`src/rtl/sb_pkg.sv`:
```
package sb_pkg;

    // Lifecycle of the instruction held by one functional unit.
    typedef enum logic [1:0] {
        PH_IDLE    = 2'd0,
        PH_WAIT_RD = 2'd1,
        PH_EXEC    = 2'd2,
        PH_WAIT_WB = 2'd3
    } sb_phase_e;

endpackage

```
`src/rtl/sb_issue_gate.sv`:
```
module sb_issue_gate #(
    parameter int NUM_FU   = 4,
    parameter int NUM_REGS = 8,
    parameter int FU_W     = 2,
    parameter int REG_W    = 3
) (
    input  logic                iss_valid_i,
    input  logic [FU_W-1:0]     iss_class_i,
    input  logic [REG_W-1:0]    iss_dst_i,
    input  logic [NUM_FU-1:0]   busy_v_i,
    input  logic [NUM_REGS-1:0] pend_v_i,
    output logic                grant_o
);
    // Structural hazard: target unit occupied. WAW: destination already owned.
    assign grant_o = iss_valid_i && !busy_v_i[iss_class_i] && !pend_v_i[iss_dst_i];
endmodule

```
`src/rtl/sb_war_check.sv`:
```
module sb_war_check #(
    parameter int NUM_FU = 4,
    parameter int REG_W  = 3
) (
    input  logic [NUM_FU-1:0]             wait_v_i,
    input  logic [NUM_FU-1:0]             rj_v_i,
    input  logic [NUM_FU-1:0]             rk_v_i,
    input  logic [NUM_FU-1:0][REG_W-1:0]  fi_a_i,
    input  logic [NUM_FU-1:0][REG_W-1:0]  fj_a_i,
    input  logic [NUM_FU-1:0][REG_W-1:0]  fk_a_i,
    output logic [NUM_FU-1:0]             war_ok_o
);
    for (genvar u = 0; u < NUM_FU; u++) begin : g_wr
        logic [NUM_FU-1:0] blk;
        for (genvar f = 0; f < NUM_FU; f++) begin : g_rd
            if (f == u) begin : g_self
                assign blk[f] = 1'b0;
            end else begin : g_other
                // an unread reader still wants the old value of our destination
                assign blk[f] = wait_v_i[f] &&
                                ((fj_a_i[f] == fi_a_i[u] && rj_v_i[f]) ||
                                 (fk_a_i[f] == fi_a_i[u] && rk_v_i[f]));
            end
        end
        assign war_ok_o[u] = ~|blk;
    end
endmodule

```
`src/rtl/sb_wb_arbiter.sv`:
```
module sb_wb_arbiter #(
    parameter int NUM_FU = 4
) (
    input  logic [NUM_FU-1:0] req_i,
    output logic [NUM_FU-1:0] grant_o
);
    // isolate the lowest set bit
    assign grant_o = req_i & (~req_i + 1'b1);
endmodule

```
`src/rtl/sb_core.sv`:
```
module sb_core #(
    parameter  int NUM_FU   = 4,
    parameter  int NUM_REGS = 8,
    parameter  int OP_W     = 3,
    localparam int FU_W     = (NUM_FU > 1) ? $clog2(NUM_FU) : 1,
    localparam int REG_W    = (NUM_REGS > 1) ? $clog2(NUM_REGS) : 1
) (
    input  logic                   clk,
    input  logic                   rst_n,
    input  logic                   iss_valid_i,
    input  logic [FU_W-1:0]        iss_class_i,
    input  logic [OP_W-1:0]        iss_op_i,
    input  logic [REG_W-1:0]       iss_dst_i,
    input  logic [REG_W-1:0]       iss_src1_i,
    input  logic [REG_W-1:0]       iss_src2_i,
    output logic                   iss_grant_o,
    output logic [NUM_FU-1:0]      rd_grant_o,
    input  logic [NUM_FU-1:0]      exec_done_i,
    output logic [NUM_FU-1:0]      wb_grant_o,
    output logic [NUM_FU*OP_W-1:0] fu_op_o
);
    import sb_pkg::*;

    typedef struct packed {
        sb_phase_e        ph;
        logic [OP_W-1:0]  op;
        logic [REG_W-1:0] fi;
        logic [REG_W-1:0] fj;
        logic [REG_W-1:0] fk;
        logic [FU_W-1:0]  qj;
        logic [FU_W-1:0]  qk;
        logic             rj;
        logic             rk;
    } fu_stat_t;

    typedef struct packed {
        logic            vld;
        logic [FU_W-1:0] fu;
    } rt_ent_t;

    typedef struct packed {
        fu_stat_t [NUM_FU-1:0] fu;
        rt_ent_t  [NUM_REGS-1:0] rt;
    } sb_state_t;

    sb_state_t st_d, st_q;

    logic [NUM_FU-1:0]            busy_v, wait_v, rj_v, rk_v, war_ok, wb_req;
    logic [NUM_REGS-1:0]          pend_v;
    logic [NUM_FU-1:0][REG_W-1:0] fi_a, fj_a, fk_a;

    for (genvar u = 0; u < NUM_FU; u++) begin : g_flat
        assign busy_v[u] = (st_q.fu[u].ph != PH_IDLE);
        assign wait_v[u] = (st_q.fu[u].ph == PH_WAIT_RD);
        assign rj_v[u]   = st_q.fu[u].rj;
        assign rk_v[u]   = st_q.fu[u].rk;
        assign fi_a[u]   = st_q.fu[u].fi;
        assign fj_a[u]   = st_q.fu[u].fj;
        assign fk_a[u]   = st_q.fu[u].fk;
        assign rd_grant_o[u] = wait_v[u] && st_q.fu[u].rj && st_q.fu[u].rk;
        assign wb_req[u]     = (st_q.fu[u].ph == PH_WAIT_WB) && war_ok[u];
        assign fu_op_o[u*OP_W +: OP_W] = st_q.fu[u].op;
    end

    for (genvar r = 0; r < NUM_REGS; r++) begin : g_pend
        assign pend_v[r] = st_q.rt[r].vld;
    end

    sb_issue_gate #(
        .NUM_FU(NUM_FU), .NUM_REGS(NUM_REGS), .FU_W(FU_W), .REG_W(REG_W)
    ) issue_gate_i (
        .iss_valid_i(iss_valid_i), .iss_class_i(iss_class_i), .iss_dst_i(iss_dst_i),
        .busy_v_i(busy_v), .pend_v_i(pend_v), .grant_o(iss_grant_o)
    );

    sb_war_check #(.NUM_FU(NUM_FU), .REG_W(REG_W)) war_check_i (
        .wait_v_i(wait_v), .rj_v_i(rj_v), .rk_v_i(rk_v),
        .fi_a_i(fi_a), .fj_a_i(fj_a), .fk_a_i(fk_a), .war_ok_o(war_ok)
    );

    sb_wb_arbiter #(.NUM_FU(NUM_FU)) wb_arb_i (
        .req_i(wb_req), .grant_o(wb_grant_o)
    );

    always_comb begin
        rt_ent_t e1, e2;
        st_d = st_q;
        // operand read and execution progress
        for (int u = 0; u < NUM_FU; u++) begin
            if (rd_grant_o[u]) begin
                st_d.fu[u].ph = PH_EXEC;
                st_d.fu[u].rj = 1'b0;
                st_d.fu[u].rk = 1'b0;
            end else if (st_q.fu[u].ph == PH_EXEC && exec_done_i[u]) begin
                st_d.fu[u].ph = PH_WAIT_WB;
            end
        end
        // write-back: release unit and register, wake up waiting readers
        for (int u = 0; u < NUM_FU; u++) begin
            if (wb_grant_o[u]) begin
                st_d.fu[u].ph = PH_IDLE;
                st_d.rt[st_q.fu[u].fi].vld = 1'b0;
                for (int f = 0; f < NUM_FU; f++) begin
                    if (st_q.fu[f].ph == PH_WAIT_RD) begin
                        if (!st_q.fu[f].rj && st_q.fu[f].qj == FU_W'(u)) st_d.fu[f].rj = 1'b1;
                        if (!st_q.fu[f].rk && st_q.fu[f].qk == FU_W'(u)) st_d.fu[f].rk = 1'b1;
                    end
                end
            end
        end
        // issue
        e1 = st_q.rt[iss_src1_i];
        e2 = st_q.rt[iss_src2_i];
        if (iss_grant_o) begin
            st_d.fu[iss_class_i].ph = PH_WAIT_RD;
            st_d.fu[iss_class_i].op = iss_op_i;
            st_d.fu[iss_class_i].fi = iss_dst_i;
            st_d.fu[iss_class_i].fj = iss_src1_i;
            st_d.fu[iss_class_i].fk = iss_src2_i;
            st_d.fu[iss_class_i].qj = e1.fu;
            st_d.fu[iss_class_i].qk = e2.fu;
            st_d.fu[iss_class_i].rj = !(e1.vld && !wb_grant_o[e1.fu]);
            st_d.fu[iss_class_i].rk = !(e2.vld && !wb_grant_o[e2.fu]);
            st_d.rt[iss_dst_i].vld  = 1'b1;
            st_d.rt[iss_dst_i].fu   = iss_class_i;
        end
    end

    always_ff @(posedge clk) begin
        if (!rst_n) st_q <= '0;
        else        st_q <= st_d;
    end


    wb_onehot_chk: assert property (@(posedge clk) disable iff (!rst_n)
        $onehot0(wb_grant_o));


    no_reissue_busy_chk: assert property (@(posedge clk) disable iff (!rst_n)
        (iss_valid_i && iss_grant_o) |=>
        !(iss_valid_i && iss_grant_o && (iss_class_i == $past(iss_class_i))));

    for (genvar u = 0; u < NUM_FU; u++) begin : g_chk

        rd_single_chk: assert property (@(posedge clk) disable iff (!rst_n)
            rd_grant_o[u] |=> !rd_grant_o[u]);

        wb_single_chk: assert property (@(posedge clk) disable iff (!rst_n)
            wb_grant_o[u] |=> !wb_grant_o[u]);
    end

endmodule

```
`config.mk`:
```
export PLATFORM = sky130hd
export DESIGN_NAME = sb_core
export DESIGN_NICKNAME = d
export VERILOG_FILES = /design/src/rtl/sb_pkg.sv /design/src/rtl/sb_issue_gate.sv /design/src/rtl/sb_war_check.sv /design/src/rtl/sb_wb_arbiter.sv /design/src/rtl/sb_core.sv
export SDC_FILE = /design/constraint.sdc
export NUM_CORES = 1
export LEC_CHECK = 0
export BUFFER_PORTS_ARGS = -buffer_cell sky130_fd_sc_hd__buf_4
export CORE_MARGIN = 1
export CORE_UTILIZATION = 55
export CTS_CLUSTER_SIZE = 28
export DETAILED_ROUTE_END_ITERATION = 12
export PLACE_DENSITY = 0.77
export SLEW_MARGIN = 20
export SYNTH_ARGS = -nofsm -noshare
export SYNTH_HDL_FRONTEND = slang
export SYNTH_HIERARCHICAL = 1
export SYNTH_SLANG_ARGS = --single-unit
```
`constraint.sdc`:
```
create_clock -name clk -period 6.75 [get_ports clk]
set_clock_uncertainty 0.15 [all_clocks]
set_input_delay 0.675 -clock clk [delete_from_list [all_inputs] [get_ports clk]]
set_output_delay 0.675 -clock clk [all_outputs]
set_load 0.02 [all_outputs]
```
==> qor.tcl <==
set qor(drt_first_iter_violations) 478
set qor(maxSlewViolCount) 0
set qor(floorplan.io_pins) 42
set qor(first_global_vias) 4819
set qor(synthesis_stage_register_bit_count) 104
set qor(yosysUniqueCellTypes) 52
set qor(startpoint_type) {flip-flop}
set qor(regToRegSetupSlack_ps) 2980
set qor(clkSlewWorstSetupHoldPaths_ps) 70
set qor(synth_area_mm2) 0.00624
set qor(post_cts.repair.setup_buffers) 0
set qor(yosys-top-cells-count) {nand2_1 (142), dfxtp_1 (104), xnor2_1 (72), a21boi_1 (56), clkbuf_1 (29)}
set qor(grt_max_degree) 103
set qor(status) {complete, no violations}
set qor(critical_path_arrival_ps) 3260
set qor(max_cap_viols) 0
set qor(cp_slowest_cell) {nor2b_1}
set qor(tritoncts) {done}
set qor(rsz_0062_raised_after_global_routing) {no}
set qor(area_delta_synth_final_pct) 5.13
set qor(powerDensity_mw_per_mm2) 202
set qor(place.detailed.hpwl_mm) 11.3
set qor(place.gp.congestion) 0.989
set qor(synth_edf_count) 0
set qor(netlist_instances) 679
set qor(synth_warnings) 6
set qor(critPathRequiredTime_ps) 5920
set qor(grt-ovfl-total) 0
set qor(layout.area.seq_mm2) 0.00208
set qor(multi_input_comb_area_mm2) 0.00371
set qor(synth_fp_nets) 700
set qor(placement_rows) 38
set qor(hp-start) {fu_op_o[0]}
set qor(period_share_pct) 60.5
set qor(max-vdd-ir-drop_v) 0.000173
set qor(num_cts_buffers) 9
set qor(net_total_in_the_final_layout) 687
set qor(grt_pass1_wl_mm) 26.0
set qor(layout.core_utilization_pct) 60.0
set qor(drtPass1Iterations) 6
set qor(critical_path.cell_chain) {xnor2_1 -> nand4_1 -> nand2_1 -> a222oi_1 -> and3_1 -> nor2b_1 -> buf_4}
set qor(tns_ps) 0
set qor(post_cts.resized_instances) 0
set qor(asyncSetResetFlopFracSynth_pct) 0
set qor(drt-wirelength-per-cell_um) 20.5
set qor(top_area_cells_in_the_synthesized_netlist) {dfxtp_1 (33%), xnor2_1 (10%), nand2_1 (8.5%)}
set qor(critPathMaxStageDelay_ps) 910
set qor(antenna_violating_nets_post_route) 0
set qor(crit_type) {flip-flop to output pin}
set qor(cts_root_buf) {clkbuf_16}
set qor(end_kind) {output pin}
set qor(die_h_um) 109
set qor(numPortBuffers) 41
set qor(antenna_cells_inserted) 0
set qor(avgSynthCellArea_um2) 9.19
set qor(drt_wl_total_mm) 16.6
set qor(seq_area_frac_synth_pct) 33.4
set qor(synth.most_common_cell) {nand2_1}
set qor(max_freq_mhz) 245
set qor(clock_sink_count) 104
set qor(postCtsHoldBufs) 0
set qor(grt_use_total_pct) 29.5
set qor(via_per_inst) 6.39
set qor(min_path_cells) 2
set qor(fillCellCount) 951
set qor(crit-reg2reg-launch) {fi_a[2]}
set qor(cts-root-to-sink-buffers) 2
set qor(yosys.area.top_type_share_pct) 33.4
set qor(hold_path_class) {flip-flop to flip-flop}
set qor(worstReg2RegEnd) {rk_v[0]}
set qor(synth_top_area_cell) {dfxtp_1}
set qor(drc) 0
set qor(final_layout_size_suffix_gt1_share_pct) 13.7
set qor(hold-path-endpoint) {fu_op_o[0]}
set qor(final_period_minus_worst_setup_slack_ps) 4080
set qor(start_util_pct) 57.1
set qor(design.die.area_mm2) 0.0118
set qor(yosys_most_used_dff) {dfxtp_1}
set qor(hold_viol_final) 0
set qor(number_of_levels_in_the_clock_h_tree) 3
set qor(totalPowerFinal_mw) 1.33
set qor(vias) 5173
set qor(maxSlewHeadroom_pct) 29.0
set qor(worst_slew_pin_slew_ps) 1060
set qor(core_region_area_mm2) 0.0109
set qor(die_width_um) 109
set qor(worstPathMaxFanout) 18
set qor(antenna_found_initial) 0
set qor(setup-violations-final) 0
set qor(clk-insertion-delay-late_ps) 360
set qor(depth_of_the_worst_register_to_register_path) 9
set qor(total_leakage_power_nw) 2.36
==> worst max-delay path by stage <==
stage                   startpoint       endpoint  slack (ps)  depth (start not counted)
finish                     fi_a[2]  wb_grant_o[1]        2670                          7
global route               fi_a[2]  wb_grant_o[1]        2500                          7
CTS                        fi_a[2]  wb_grant_o[2]        2720                          7
detailed placement         fi_a[2]  wb_grant_o[2]        3110                          7
global placement    iss_class_i[0]        fj_a[2]        3080                          6
floorplan                  fi_a[7]      pend_v[3]        3450                         13
==> logic make-up (layout without fill, tap and decap cells) <==
group,count (synthesis),after routing,share of synthesized area (%)
mux,54,54,14.1
compound gates,122,122,14.5
buf+inv,68,59,7.60
xor+xnor,72,72,10.1
simple gates,259,259,20.4
flops,104,104,33.4
==> critical path: cells and delay by family, from the launching register on <==
| kind | cells | cell delay (ps) |
|---|---|---|
| XOR/XNOR | 1 | 190 |
| AO/OA/AOI/OAI | 1 | 90 |
| buffers and inverters | 1 | 290 |
| flip-flops | 1 | 720 |
| AND/OR/NAND/NOR | 4 | 1590 |
==> where the power goes <==
| part | leakage, nW | switching, mW | internal [mW] | total (mW) |
|---|---|---|---|---|
| Combinational | 1.38 | 0.0926 | 0.0763 | 0.169 |
| Clock | 0.128 | 0.229 | 0.259 | 0.488 |
| Sequential | 0.844 | 0.0352 | 0.635 | 0.670 |
| Total | 2.36 | 0.357 | 0.970 | 1.33 |
==> area by class of cell <==
cell class	instances	area share (%)
Clock buffer	11	3.70
Clock inverter	4	0.439
Inverter	2	0.114
Multi-Input combinational cell	507	56.5
Sequential cell	104	31.7
Tap cell	140	2.67
Timing Repair Buffer	42	4.81
==> metrics by stage <==
step	instances	worst slack [ps]	hold slack, ps	cell area [um^2]
after floorplan	679	3450	285	6240
after global placement	795	3080	294	6270
after detailed placement	795	3110	298	6280
after CTS	810	2720	308	6560
after global routing	810	2500	330	6560
final	810	2670	303	6560
==> metal layers <==
metal	share of wire (%)	vias to the layer above	track usage [%]
li1	-	2344	-
met1	42	2491	38.5
met2	45	282	46.3
met3	9.2	56	6.51
met4	3.9	0	14.0
met5	0	-	0
==> layout by cell type, fill, tap and decap left out, drive strengths merged, types with 11 or more instances in the layout <==
cell / instances
nand2: 142
nand4: 27
dfxtp: 104
buf: 42
a21boi: 60
a21oi: 16
xnor2: 72
mux4: 22
mux2i: 24
nor2b: 29
clkbuf: 11
==> state kept, by name, indices dropped and copies added (netlist names) <==
| register | cells |
|---|---|
| st_q | 40 |
| fi_a | 12 |
| fj_a | 12 |
| fk_a | 12 |
| fu_op_o | 12 |
| pend_v | 8 |
| rj_v | 4 |
| rk_v | 4 |
No activity file was read; power rests on OpenSTA's default activity.
